`src/rtl/pull_seq_pkg.sv`:
```
package pull_seq_pkg;

    localparam int DW_W     = 64;
    localparam int ADDR_W   = 17;
    localparam int CNT_W    = 15;
    localparam int CC_W     = 4;
    localparam int KEEP_W   = DW_W - (ADDR_W + 1 + CNT_W + 1 + CNT_W);

    localparam int WORDS_LSB = 0;
    localparam int TW_BIT    = WORDS_LSB + CNT_W;
    localparam int SPACE_LSB = TW_BIT + 1;
    localparam int TS_BIT    = SPACE_LSB + CNT_W;
    localparam int TOS_LSB   = TS_BIT + 1;
    localparam int KEEP_LSB  = TOS_LSB + ADDR_W;

    typedef struct packed {
        logic [ADDR_W-1:0] tos;
        logic              ts;
        logic [CNT_W-1:0]  space;
        logic              tw;
        logic [CNT_W-1:0]  words;
    } sp_fields_t;

    typedef enum logic [2:0] {
        ST_IDLE,
        ST_CHECK,
        ST_ISSUE,
        ST_WAIT,
        ST_DONE_OK,
        ST_DONE_LIMIT,
        ST_DONE_FAULT
    } pull_state_e;

endpackage

```
`src/rtl/pull_limit_eval.sv`:
```
module pull_limit_eval
    import pull_seq_pkg::*;
#(
    parameter int REG_W = 4
) (
    input  sp_fields_t       fld_i,
    input  logic [REG_W:0]   n_i,
    output logic             trap_o,
    output logic             abort_o,
    output logic [CC_W-1:0]  cc_abort_o,
    output logic [CC_W-1:0]  cc_ok_o,
    output sp_fields_t       fld_new_o
);
    localparam int PAD_C = CNT_W - (REG_W + 1);
    localparam int PAD_A = ADDR_W - (REG_W + 1);
    localparam logic [CNT_W:0] SPACE_MAX = {1'b0, {CNT_W{1'b1}}};

    logic [CNT_W-1:0] n_c;
    logic [CNT_W:0]   space_sum;
    logic             short_w;
    logic             over_w;

    always_comb begin
        n_c       = {{PAD_C{1'b0}}, n_i};
        space_sum = {1'b0, fld_i.space} + {1'b0, n_c};
        short_w   = fld_i.words < n_c;
        over_w    = space_sum > SPACE_MAX;
        trap_o    = (short_w && !fld_i.tw) || (over_w && !fld_i.ts);
        abort_o   = !trap_o && (short_w || over_w);
        cc_abort_o = {fld_i.space == '0, over_w, short_w, fld_i.words == '0};
    end

    always_comb begin
        fld_new_o       = fld_i;
        fld_new_o.tos   = fld_i.tos - {{PAD_A{1'b0}}, n_i};
        fld_new_o.space = space_sum[CNT_W-1:0];
        fld_new_o.words = fld_i.words - n_c;
        cc_ok_o         = {{(CC_W-1){1'b0}}, fld_new_o.words == '0};
    end

endmodule

```
`src/rtl/pull_addr_gen.sv`:
```
module pull_addr_gen
    import pull_seq_pkg::*;
#(
    parameter int REG_W = 4
) (
    input  logic              clk,
    input  logic              rst_n,
    input  logic              clear_i,
    input  logic              step_i,
    input  logic [ADDR_W-1:0] tos_i,
    input  logic [REG_W-1:0]  base_i,
    input  logic [REG_W:0]    n_i,
    output logic [ADDR_W-1:0] addr_o,
    output logic [REG_W-1:0]  widx_o,
    output logic              last_o,
    output logic              local_o
);
    localparam logic [ADDR_W-1:0] LOCAL_TOP = ADDR_W'(2 ** REG_W);

    logic [REG_W-1:0] step_q;

    always_ff @(posedge clk or negedge rst_n) begin
        if (!rst_n) begin
            step_q <= '0;
        end else if (clear_i) begin
            step_q <= '0;
        end else if (step_i) begin
            step_q <= step_q + REG_W'(1);
        end
    end

    always_comb begin
        addr_o  = tos_i - {{(ADDR_W-REG_W){1'b0}}, step_q};
        widx_o  = base_i + n_i[REG_W-1:0] - REG_W'(1) - step_q;
        last_o  = ({1'b0, step_q} == (n_i - (REG_W+1)'(1)));
        local_o = addr_o < LOCAL_TOP;
    end

endmodule

```
`src/rtl/stack_pull_seq.sv`:
```
module stack_pull_seq
    import pull_seq_pkg::*;
#(
    parameter int DATA_W = 32,
    parameter int REG_W  = 4
) (
    input  logic              clk,
    input  logic              rst_n,
    input  logic              start_i,
    input  logic [REG_W-1:0]  reg_base_i,
    input  logic [REG_W-1:0]  count_i,
    input  logic [DW_W-1:0]   sp_dw_i,
    output logic [REG_W-1:0]  rf_rd_idx_o,
    input  logic [DATA_W-1:0] rf_rd_data_i,
    output logic              rf_we_o,
    output logic [REG_W-1:0]  rf_widx_o,
    output logic [DATA_W-1:0] rf_wdata_o,
    output logic              mem_rd_o,
    output logic [ADDR_W-1:0] mem_addr_o,
    input  logic              mem_rvalid_i,
    input  logic [DATA_W-1:0] mem_rdata_i,
    input  logic              mem_fault_i,
    output logic              busy_o,
    output logic              done_o,
    output logic              sp_we_o,
    output logic [DW_W-1:0]   sp_new_o,
    output logic              cc_we_o,
    output logic [CC_W-1:0]   cc_o,
    output logic              limit_trap_o,
    output logic              abort_o,
    output logic              fault_trap_o
);
    localparam logic [REG_W:0] FULL_N = (REG_W+1)'(2 ** REG_W);

    pull_state_e       state_q, state_d;
    sp_fields_t        fld_q, fld_new;
    logic [KEEP_W-1:0] keep_q;
    logic [REG_W-1:0]  base_q;
    logic [REG_W:0]    n_q;
    logic              accept;
    logic              step;
    logic              lim_trap, lim_abort;
    logic [CC_W-1:0]   cc_abort, cc_ok;
    logic [ADDR_W-1:0] addr;
    logic [REG_W-1:0]  widx;
    logic              last_w, local_w;

    assign accept = (state_q == ST_IDLE) && start_i;

    // request latch
    always_ff @(posedge clk or negedge rst_n) begin
        if (!rst_n) begin
            fld_q  <= '0;
            keep_q <= '0;
            base_q <= '0;
            n_q    <= '0;
        end else if (accept) begin
            fld_q  <= sp_dw_i[KEEP_LSB-1:0];
            keep_q <= sp_dw_i[DW_W-1:KEEP_LSB];
            base_q <= reg_base_i;
            n_q    <= (count_i == '0) ? FULL_N : {1'b0, count_i};
        end
    end

    pull_limit_eval #(.REG_W(REG_W)) u_limit (
        .fld_i      (fld_q),
        .n_i        (n_q),
        .trap_o     (lim_trap),
        .abort_o    (lim_abort),
        .cc_abort_o (cc_abort),
        .cc_ok_o    (cc_ok),
        .fld_new_o  (fld_new)
    );

    pull_addr_gen #(.REG_W(REG_W)) u_addr (
        .clk     (clk),
        .rst_n   (rst_n),
        .clear_i (accept),
        .step_i  (step),
        .tos_i   (fld_q.tos),
        .base_i  (base_q),
        .n_i     (n_q),
        .addr_o  (addr),
        .widx_o  (widx),
        .last_o  (last_w),
        .local_o (local_w)
    );

    // state register
    always_ff @(posedge clk or negedge rst_n) begin
        if (!rst_n) begin
            state_q <= ST_IDLE;
        end else begin
            state_q <= state_d;
        end
    end

    // transitions
    always_comb begin
        state_d = state_q;
        unique case (state_q)
            ST_IDLE: begin
                if (start_i) state_d = ST_CHECK;
            end
            ST_CHECK: begin
                state_d = (lim_trap || lim_abort) ? ST_DONE_LIMIT : ST_ISSUE;
            end
            ST_ISSUE: begin
                if (!local_w)    state_d = ST_WAIT;
                else if (last_w) state_d = ST_DONE_OK;
            end
            ST_WAIT: begin
                if (mem_fault_i)       state_d = ST_DONE_FAULT;
                else if (mem_rvalid_i) state_d = last_w ? ST_DONE_OK : ST_ISSUE;
            end
            ST_DONE_OK,
            ST_DONE_LIMIT,
            ST_DONE_FAULT: state_d = ST_IDLE;
            default:       state_d = ST_IDLE;
        endcase
    end

    // outputs
    always_comb begin
        busy_o       = (state_q != ST_IDLE);
        done_o       = 1'b0;
        rf_we_o      = 1'b0;
        rf_wdata_o   = '0;
        mem_rd_o     = 1'b0;
        sp_we_o      = 1'b0;
        cc_we_o      = 1'b0;
        cc_o         = '0;
        limit_trap_o = 1'b0;
        abort_o      = 1'b0;
        fault_trap_o = 1'b0;
        step         = 1'b0;
        unique case (state_q)
            ST_IDLE, ST_CHECK: ;
            ST_ISSUE: begin
                if (local_w) begin
                    rf_we_o    = 1'b1;
                    rf_wdata_o = rf_rd_data_i;
                    step       = 1'b1;
                end else begin
                    mem_rd_o   = 1'b1;
                end
            end
            ST_WAIT: begin
                if (!mem_fault_i && mem_rvalid_i) begin
                    rf_we_o    = 1'b1;
                    rf_wdata_o = mem_rdata_i;
                    step       = 1'b1;
                end
            end
            ST_DONE_OK: begin
                done_o  = 1'b1;
                sp_we_o = 1'b1;
                cc_we_o = 1'b1;
                cc_o    = cc_ok;
            end
            ST_DONE_LIMIT: begin
                done_o       = 1'b1;
                limit_trap_o = lim_trap;
                abort_o      = lim_abort;
                cc_we_o      = lim_abort;
                cc_o         = lim_abort ? cc_abort : '0;
            end
            ST_DONE_FAULT: begin
                done_o       = 1'b1;
                fault_trap_o = 1'b1;
            end
            default: ;
        endcase
    end

    assign rf_rd_idx_o = addr[REG_W-1:0];
    assign rf_widx_o   = widx;
    assign mem_addr_o  = addr;
    assign sp_new_o    = {keep_q, fld_new};

endmodule

```
`config.mk`:
```
export PLATFORM = sky130hd
export DESIGN_NAME = stack_pull_seq
export DESIGN_NICKNAME = d
export VERILOG_FILES = /design/src/rtl/pull_seq_pkg.sv /design/src/rtl/pull_limit_eval.sv /design/src/rtl/pull_addr_gen.sv /design/src/rtl/stack_pull_seq.sv
export SDC_FILE = /design/constraint.sdc
export NUM_CORES = 1
export LEC_CHECK = 0
export BUFFER_PORTS_ARGS = -buffer_cell sky130_fd_sc_hd__buf_2
export CAP_MARGIN = 20
export CORE_MARGIN = 2
export CORE_UTILIZATION = 41
export CTS_CLUSTER_SIZE = 24
export DETAILED_ROUTE_END_ITERATION = 10
export PLACE_DENSITY = 0.76
export SLEW_MARGIN = 20
export SYNTH_ARGS = -nofsm -noshare
export SYNTH_HDL_FRONTEND = slang
export SYNTH_HIERARCHICAL = 1
export SYNTH_SLANG_ARGS = --single-unit
```
`constraint.sdc`:
```
create_clock -name clk -period 4.3 [get_ports clk]
set_input_delay 0.645 -clock clk [delete_from_list [all_inputs] [get_ports clk]]
set_output_delay 0.645 -clock clk [all_outputs]
set_load 0.1 [all_outputs]
```
# ---- Word-level counts from Yosys, hierarchy flattened
# Cells that the tools add are included.
# Widths: inputs -> output; s select.
dict set report classes {
  muxes 27
  reduce_logical 21
  addsub 9
  eq_ne 10
  magnitude_cmp 3
}
# op n
set ops {}
lappend ops {{$mux 32} 2}
lappend ops {{$pmux 32 s2} 1}
lappend ops {{$logic_not 15->1} 3}
lappend ops {{$mux 3} 7}
lappend ops {{$lt 17x5->1 const B} 1}
lappend ops {{$sub 17x4->17} 1}
lappend ops {{$sub 17x5->17} 1}
lappend ops {{$add 15x5->16} 1}
lappend ops {{$gt 16x15->1 const B} 1}
lappend ops {{$lt 15x5->1} 1}
lappend ops {{$sub 15x5->15} 1}
lappend ops {{$mux 4} 3}
lappend ops {{$pmux 3 s4} 1}
lappend ops {{$eq 3x3->1 const B} 3}
lappend ops {{$mux 1} 9}
lappend ops {{$pmux 4 s2} 1}
lappend ops {{$eq 3x2->1 const B} 2}
lappend ops {{$ne 3x3->1 const B} 2}
lappend ops {{$eq 4x5->1} 1}
lappend ops {{$logic_and 1x1->1} 5}
lappend ops {{$mux 5} 1}
lappend ops {{$sub 5x1->5 const B} 1}
lappend ops {{$add 4x1->4 const B} 1}
lappend ops {{$add 4x4->4} 1}
lappend ops {{13 further kinds} 19}
dict set report totals {
  reg_bits 80
  output_inout_bits 134
  in_bits 141
  wordCells 80
}

# ---- Logic depth before layout (Yosys ltp)
# Gate-level depths: netlist of run 1.
dict set report logic_depth {
  depth_word 9
  ltp_mapped 17
}

# ---- Modules after synthesis
# The synthesis of run 1 kept the hierarchy.
# mod seq_area_each_um2 instances area_per_inst_um2 cells_per_inst
set modules_own_cells {}
lappend modules_own_cells {stack_pull_seq 1901.8 1 3489.6 242}
lappend modules_own_cells {pull_limit_eval 0.0 1 1372.6 198}
lappend modules_own_cells {pull_addr_gen 100.1 1 872.1 110}

# ---- Worst setup path after synthesis of run 1
# No wires, ideal clock.
dict set report synth_timing {
  path_kind {register to output}
  startpoint {reg u_addr.step_q[3]}
  endpoint {out mem_rd_o}
  stages_incl_launch_ff 11
  n_path_buf 1
  path_slack_ps -2140
  arrival_ps 5795
  cell_sequence {dfrtp_1 inv_1 ha_1 or4_4 or4_4 or3_1 buf_2 o21ai_0 nor3_1 o311a_1 nor2_1}
}
dict set report synth_between {
  elab_chain_cells 4
}
# item line_no
set synth_rtl {}
lappend synth_rtl {{start, declared} pull_addr_gen.sv:20} ;# logic [REG_W-1:0] step_q;
lappend synth_rtl {{start signal, assigned} pull_addr_gen.sv:28} ;# step_q <= step_q + REG_W'(1);
lappend synth_rtl {{$sub 17x4->17} pull_addr_gen.sv:33} ;# addr_o = tos_i - {{(ADDR_W-REG_W){1'b0}}, step_q};
lappend synth_rtl {{named net mem_addr_o[14]} stack_pull_seq.sv:19} ;# output logic [ADDR_W-1:0] mem_addr_o,
lappend synth_rtl {{$lt 17x5->1} pull_addr_gen.sv:36} ;# local_o = addr_o < LOCAL_TOP;
lappend synth_rtl {{named net local_w} stack_pull_seq.sv:46} ;# logic last_w, local_w;
lappend synth_rtl {{$mux 1} stack_pull_seq.sv:140} ;# if (local_w) begin
lappend synth_rtl {{$mux 1} stack_pull_seq.sv:137} ;# unique case (state_q)
lappend synth_rtl {{end, declared} stack_pull_seq.sv:18} ;# output logic mem_rd_o,
# The timed path passes the listed nets, and every way through them passes these cells.

# ---- Worst setup path after layout of run 1
dict set report layout_timing {
  startpoint {reg u_addr.step_q[3]}
  endpoint {out rf_wdata_o[23]}
}
dict set report layout_between {
  elab_chain_cells 4
}
# item line_no
set layout_rtl {}
lappend layout_rtl {{$sub 17x4->17} pull_addr_gen.sv:33}
lappend layout_rtl {{$lt 17x5->1} pull_addr_gen.sv:36}
lappend layout_rtl {{named net local_w} stack_pull_seq.sv:46}
lappend layout_rtl {{$mux 32} stack_pull_seq.sv:140}
lappend layout_rtl {{$pmux 32 s2} stack_pull_seq.sv:137}
lappend layout_rtl {{end, declared} stack_pull_seq.sv:17} ;# output logic [DATA_W-1:0] rf_wdata_o,
# The timed path passes the listed nets, and every way through them passes these cells.

==> flow_summary.json, run 1 <==
{
  "multi_input_area_sq_um": 3851,
  "drive_above_1_share": 0.4970,
  "critPathArrivalTime_ns": 3.89,
  "htree_levels": 3,
  "port-buffer-count": 274,
  "final_cell_mix": "buf_2 (233), dfrtp_1 (78), mux2_1 (59)",
  "seq_area_sq_um": 2004,
  "skew_ns": 0.006680,
  "maxSlewHeadroom": 0.4797,
  "pin_count": 275,
  "yosysSeqAreaShare": 0.3491,
  "die_h_um": 122.3,
  "min_path_type": "input pin to async pin",
  "required_ns": 3.65,
  "ys.flop_type": "dfrtp_1",
  "place_ws_ns": 0.05590,
  "fin_util": 0.6432,
  "fin_ws_ns": -0.2305,
  "gp_congestion": 0.8927,
  "synth_edf_count": 0,
  "final.period_utilization": 1.054,
  "min_period_ns": 4.531,
  "core-area_sq_um": 13770,
  "clock_sinks": 80,
  "crit_fanout": 5,
  "antenna_found_initial": 1,
  "final_common_cell": "buf_2",
  "cts_root_buf": "clkbuf_16",
  "overflow": 0,
  "ant_nets": 0,
  "hpwl_mm": 14.61,
  "grt_use_total": 0.2577,
  "setup.worst_path.start_class": "register",
  "rows": 43,
  "dieArea_sq_um": 14950,
  "syn2layout_area_growth_pct": 54.48,
  "crit_path_end_kind": "primary output",
  "drt-initial-drc-count": 314,
  "synth.distinct_cells": 58,
  "grt_max_degree": 51,
  "grt_pass1_vias": 5452,
  "fillers": 1113,
  "status": "complete, but fails checks",
  "timing.fmax_mhz": 220.7,
  "fin_area_sq_um": 8859,
  "vias_per_cell": 5.269,
  "cts_buffer_depth": 2,
  "synth_area_per_cell_sq_um": 10.43,
  "cts_tree": "built",
  "failed_checks": "setup timing",
  "ys.warnings.count": 6,
  "synthArstFlopShare": 1.000,
  "routed_wl_mm": 19.08,
  "crit_type": "register to primary output",
  "drv_slew": 0,
  "ys_ff_latch": 80,
  "drtPass1Iterations": 5,
  "rsz0062_at_grt": "true",
  "cts_hold_buf": 0,
  "start_util": 0.4163,
  "synth_cells": 550,
  "route.vias.total": 5401,
  "fin_nets": 1012,
  "tightest_slew_ns": 0.7733,
  "setup_viol": 33,
  "grt_pass1_wl_mm": 29.35,
  "clock_latency_ns": 0.35,
  "clk_pin_slew_ns": 0.06,
  "hold_viol": 0,
  "die_x_um": 122.3,
  "antenna_cells": 0,
  "numCtsBuffers": 9,
  "dpl_cell_area_sq_um": 8235,
  "drc_errors": 0,
  "wl_per_cell_um": 18.62,
  "cap_violations": 0,
  "synth_area_sq_um": 5734
}
==> cells in the mapped netlist (all sizes together) (4+ instances only) <==
library cell | n | area, sq um
nor4 | 10 | 62.56
buf | 30 | 252.7
a21oi | 13 | 68.82
nor3 | 19 | 95.09
a22o | 36 | 315.3
o31ai | 5 | 37.54
or2 | 7 | 43.79
or4 | 10 | 86.33
o21ai | 13 | 65.06
xor2 | 30 | 262.8
clkbuf | 5 | 18.77
nor2b | 6 | 37.54
a21o | 5 | 37.54
xnor2 | 27 | 236.5
nand4 | 5 | 31.28
nor3b | 4 | 30.03
ha | 23 | 287.8
dfrtp | 80 | 2002
or3 | 13 | 91.34
mux2 | 73 | 822.0
fa | 8 | 160.2
nand2 | 14 | 52.55
nand2b | 6 | 37.54
nor2 | 36 | 142.6
inv | 33 | 123.9
==> sequential cells by signal (all words and copies together) (netlist names) <==
register and flops:
base_q 4, fld_q 49, keep_q 15, state_q 3
u_addr/step_q 4, n_q 5
==> cell families after synthesis <==
logic type / share of synthesized area
other: 0.0006540
buffers and inverters: 0.06895
AO/OA/AOI/OAI: 0.1150
adder cells (fa/ha/maj): 0.07811
XOR/XNOR: 0.08706
AND/OR/NAND/NOR: 0.1560
multiplexers: 0.1451
flip-flops: 0.3491
==> critical path: stages, from the launching register on <==
cell      delay, ns
dfrtp_1        0.37
inv_2          0.07
ha_4           0.16
or4_4          0.42
or4_4          0.50
or3_4          0.35
buf_6          0.13
a21oi_4        0.13
nor3_2         0.05
o311a_1        0.37
nor4bb_4       0.17
buf_12         0.17
buf_12         0.12
buf_16         0.13
a22o_4         0.23
buf_12         0.16
==> layer usage <==
layer	vias to the layer above	track usage	part of all wire	routed length, um
met1	2599	0.3580	0.45	8537
met2	213	0.3896	0.46	8828
met3	32	0.07667	0.066	1267
met4	2	0.07471	0.023	437
met5	-	0	0.00063	12
li1	2555	-	-	-
==> worst paths after layout <==
| kind | from | end | slack [ns] | cells after the start |
|---|---|---|---|---|
| setup / recovery | u_addr/step_q[3] | rf_wdata_o[23] | -0.23 | 15 |
| setup reg to reg | u_addr/step_q[3] | u_addr/step_q[3] | 0.51 | 16 |
| min in group clk | keep_q[3] | keep_q[3] | 0.48 | 1 |
| max in group asynchronous | rst_n | keep_q[11] | 3.12 | 2 |
| hold reg to reg | keep_q[3] | keep_q[3] | 0.48 | 1 |
| hold / removal | rst_n | fld_q[23] | 0.31 | 1 |
==> area by class of cell <==
type / instances / share of cell area
timing repair buffer: 312 / 0.2641
inverter: 33 / 0.01398
clock buffer: 11 / 0.02853
sequential: 80 / 0.2263
multi-input combinational: 404 / 0.4347
tap: 180 / 0.02542
clock inverter: 5 / 0.006921
==> stage by stage <==
step / TNS [ns] / hold slack [ns] / std cells
floorplan: -0.02764 / 0.3494 / 552
global placement: 0 / 0.4620 / 994
detailed placement: 0 / 0.4720 / 994
CTS: -2.972 / 0.3385 / 1024
global route: -8.304 / 0.3583 / 1025
finish: -4.698 / 0.3130 / 1025
==> timing repair <==
action                                  CTS  global route
buffers inserted                         10             3
gates resized for setup                  17             7
pin swaps                                 8             1
cloned                                    4             0
endpoints found under the setup margin   40            37
Power of run 1 is left out: the tool's default activity adds up to more than one toggle a clock period on the data nets, which glitch-free logic cannot reach.
==> run 2: changes to the inputs <==
--- a/config.mk
+++ b/config.mk
@@ -12,6 +12,7 @@
 export CTS_CLUSTER_SIZE = 24
 export DETAILED_ROUTE_END_ITERATION = 10
 export PLACE_DENSITY = 0.76
+export SKIP_CTS_REPAIR_TIMING = 1
 export SLEW_MARGIN = 20
 export SYNTH_ARGS = -nofsm -noshare
 export SYNTH_HDL_FRONTEND = slang
==> flow_summary.json, run 2 (synthesis gave the netlist of run 1 again) <==
{
  "grt_pass1_vias": 5294,
  "tightest_slew_ns": 0.7563,
  "route.vias.total": 5352,
  "min_path_type": "input pin to async pin",
  "cap_violations": 0,
  "pin_count": 275,
  "final.period_utilization": 1.050,
  "crit_path_end_kind": "primary output",
  "final_cell_mix": "buf_2 (234), dfrtp_1 (78), mux2_1 (59)",
  "die_h_um": 122.3,
  "wl_per_cell_um": 18.21,
  "timing.fmax_mhz": 221.6,
  "antenna_found_initial": 1,
  "clk_pin_slew_ns": 0.06,
  "syn2layout_area_growth_pct": 53.13,
  "ant_nets": 0,
  "dr_wl_met3_mm": 1.331,
  "rsz0062_at_grt": "true",
  "dieArea_sq_um": 14950,
  "maxSlewHeadroom": 0.4912,
  "routed_wl_mm": 18.62,
  "start_util": 0.4163,
  "skew_ns": 0.006347,
  "hpwl_mm": 14.61,
  "cts_buffer_depth": 2,
  "clock_sinks": 80,
  "overflow": 0,
  "fin_tns_setup_ns": -4.849,
  "hold_viol": 0,
  "gp_congestion": 0.8927,
  "numCtsBuffers": 9,
  "drv_slew": 0,
  "drc_errors": 0,
  "dpl_cell_area_sq_um": 8235,
  "vias_per_cell": 5.232,
  "crit_fanout": 5,
  "drtPass1Iterations": 4,
  "grt_pass1_wl_mm": 28.04,
  "fin_util": 0.6375,
  "core-area_sq_um": 13770,
  "required_ns": 3.65,
  "setup.worst_path.start_class": "register",
  "setup_viol": 33,
  "place_ws_ns": 0.05590,
  "critPathArrivalTime_ns": 3.87,
  "crit_type": "register to primary output",
  "fin_nets": 1009,
  "fillers": 1144,
  "grt_use_total": 0.2447,
  "rows": 43,
  "status": "complete, but fails checks",
  "failed_checks": "setup timing",
  "drt-initial-drc-count": 256,
  "htree_levels": 3,
  "wl_met1_mm": 8.308,
  "fin_area_sq_um": 8781,
  "largest_register_ffs": 49,
  "port-buffer-count": 274,
  "clock_latency_ns": 0.35,
  "fin_ws_ns": -0.2132,
  "final_common_cell": "buf_2",
  "drive_above_1_share": 0.4952,
  "wl_met2_mm": 8.573,
  "grt_max_degree": 51,
  "reg.largest.list": "fld_q: 49 flops, keep_q: 15 flops, n_q: 5 flops",
  "maxUsedRoutingLayer": "met5",
  "min_period_ns": 4.513,
  "cts_root_buf": "clkbuf_16",
  "top_register": "fld_q",
  "cts_tree": "built",
  "die_x_um": 122.3
}
run 2: final timing paths:
kind                                  start  slack (ns)  depth (start not counted)          endpoint
max                        u_addr/step_q[3]       -0.21                         14           rf_we_o
min in group clk                 keep_q[11]        0.48                          1        keep_q[11]
max in group asynchronous             rst_n        3.12                          2        keep_q[11]
min                                   rst_n        0.32                          1         fld_q[23]
min reg2reg                      keep_q[11]        0.48                          1        keep_q[11]
max reg2reg                u_addr/step_q[3]        0.49                         16  u_addr/step_q[3]
run 2: worst max-delay path: stages (launching register included):
cell and delay [ns]:
dfrtp_1 0.37, inv_2 0.07, ha_4 0.17, or4_4 0.44
or4_4 0.51, or3_4 0.37, buf_6 0.14, a21oi_2 0.12
nor3_2 0.05, o311a_1 0.33, nor4bb_4 0.17, buf_4 0.18
clkbuf_16 0.16, or2_4 0.27, buf_12 0.17
run 2: per-layer routing:
| layer | global-route usage | up-vias |
|---|---|---|
| met3 | 0.08271 | 29 |
| met4 | 0.07112 | 2 |
| met1 | 0.3355 | 2566 |
| met2 | 0.3677 | 205 |
| met5 | 0 | - |
| li1 | - | 2550 |
run 2: metrics by stage:
step	hold WS, ns	instances
detailed placement	0.4720	994
global placement	0.4620	994
floorplan	0.3494	552
finish	0.3157	1023
CTS	0.3385	1010
global route	0.3609	1022
run 2: area by class of cell:
cell class / count / area, sq um / share of cell area
multi-input cells: 404 / 3817 / 0.4347
repair buffers: 309 / 2293 / 0.2612
flip-flops and latches: 80 / 2004 / 0.2283
clock buffers: 11 / 252.7 / 0.02878
well taps: 180 / 225.2 / 0.02565
inverters: 33 / 123.9 / 0.01411
clock inverters: 5 / 61.31 / 0.006982
diodes: 1 / 2.502 / 0.0002850
Power of run 2 is left out for the same reason.
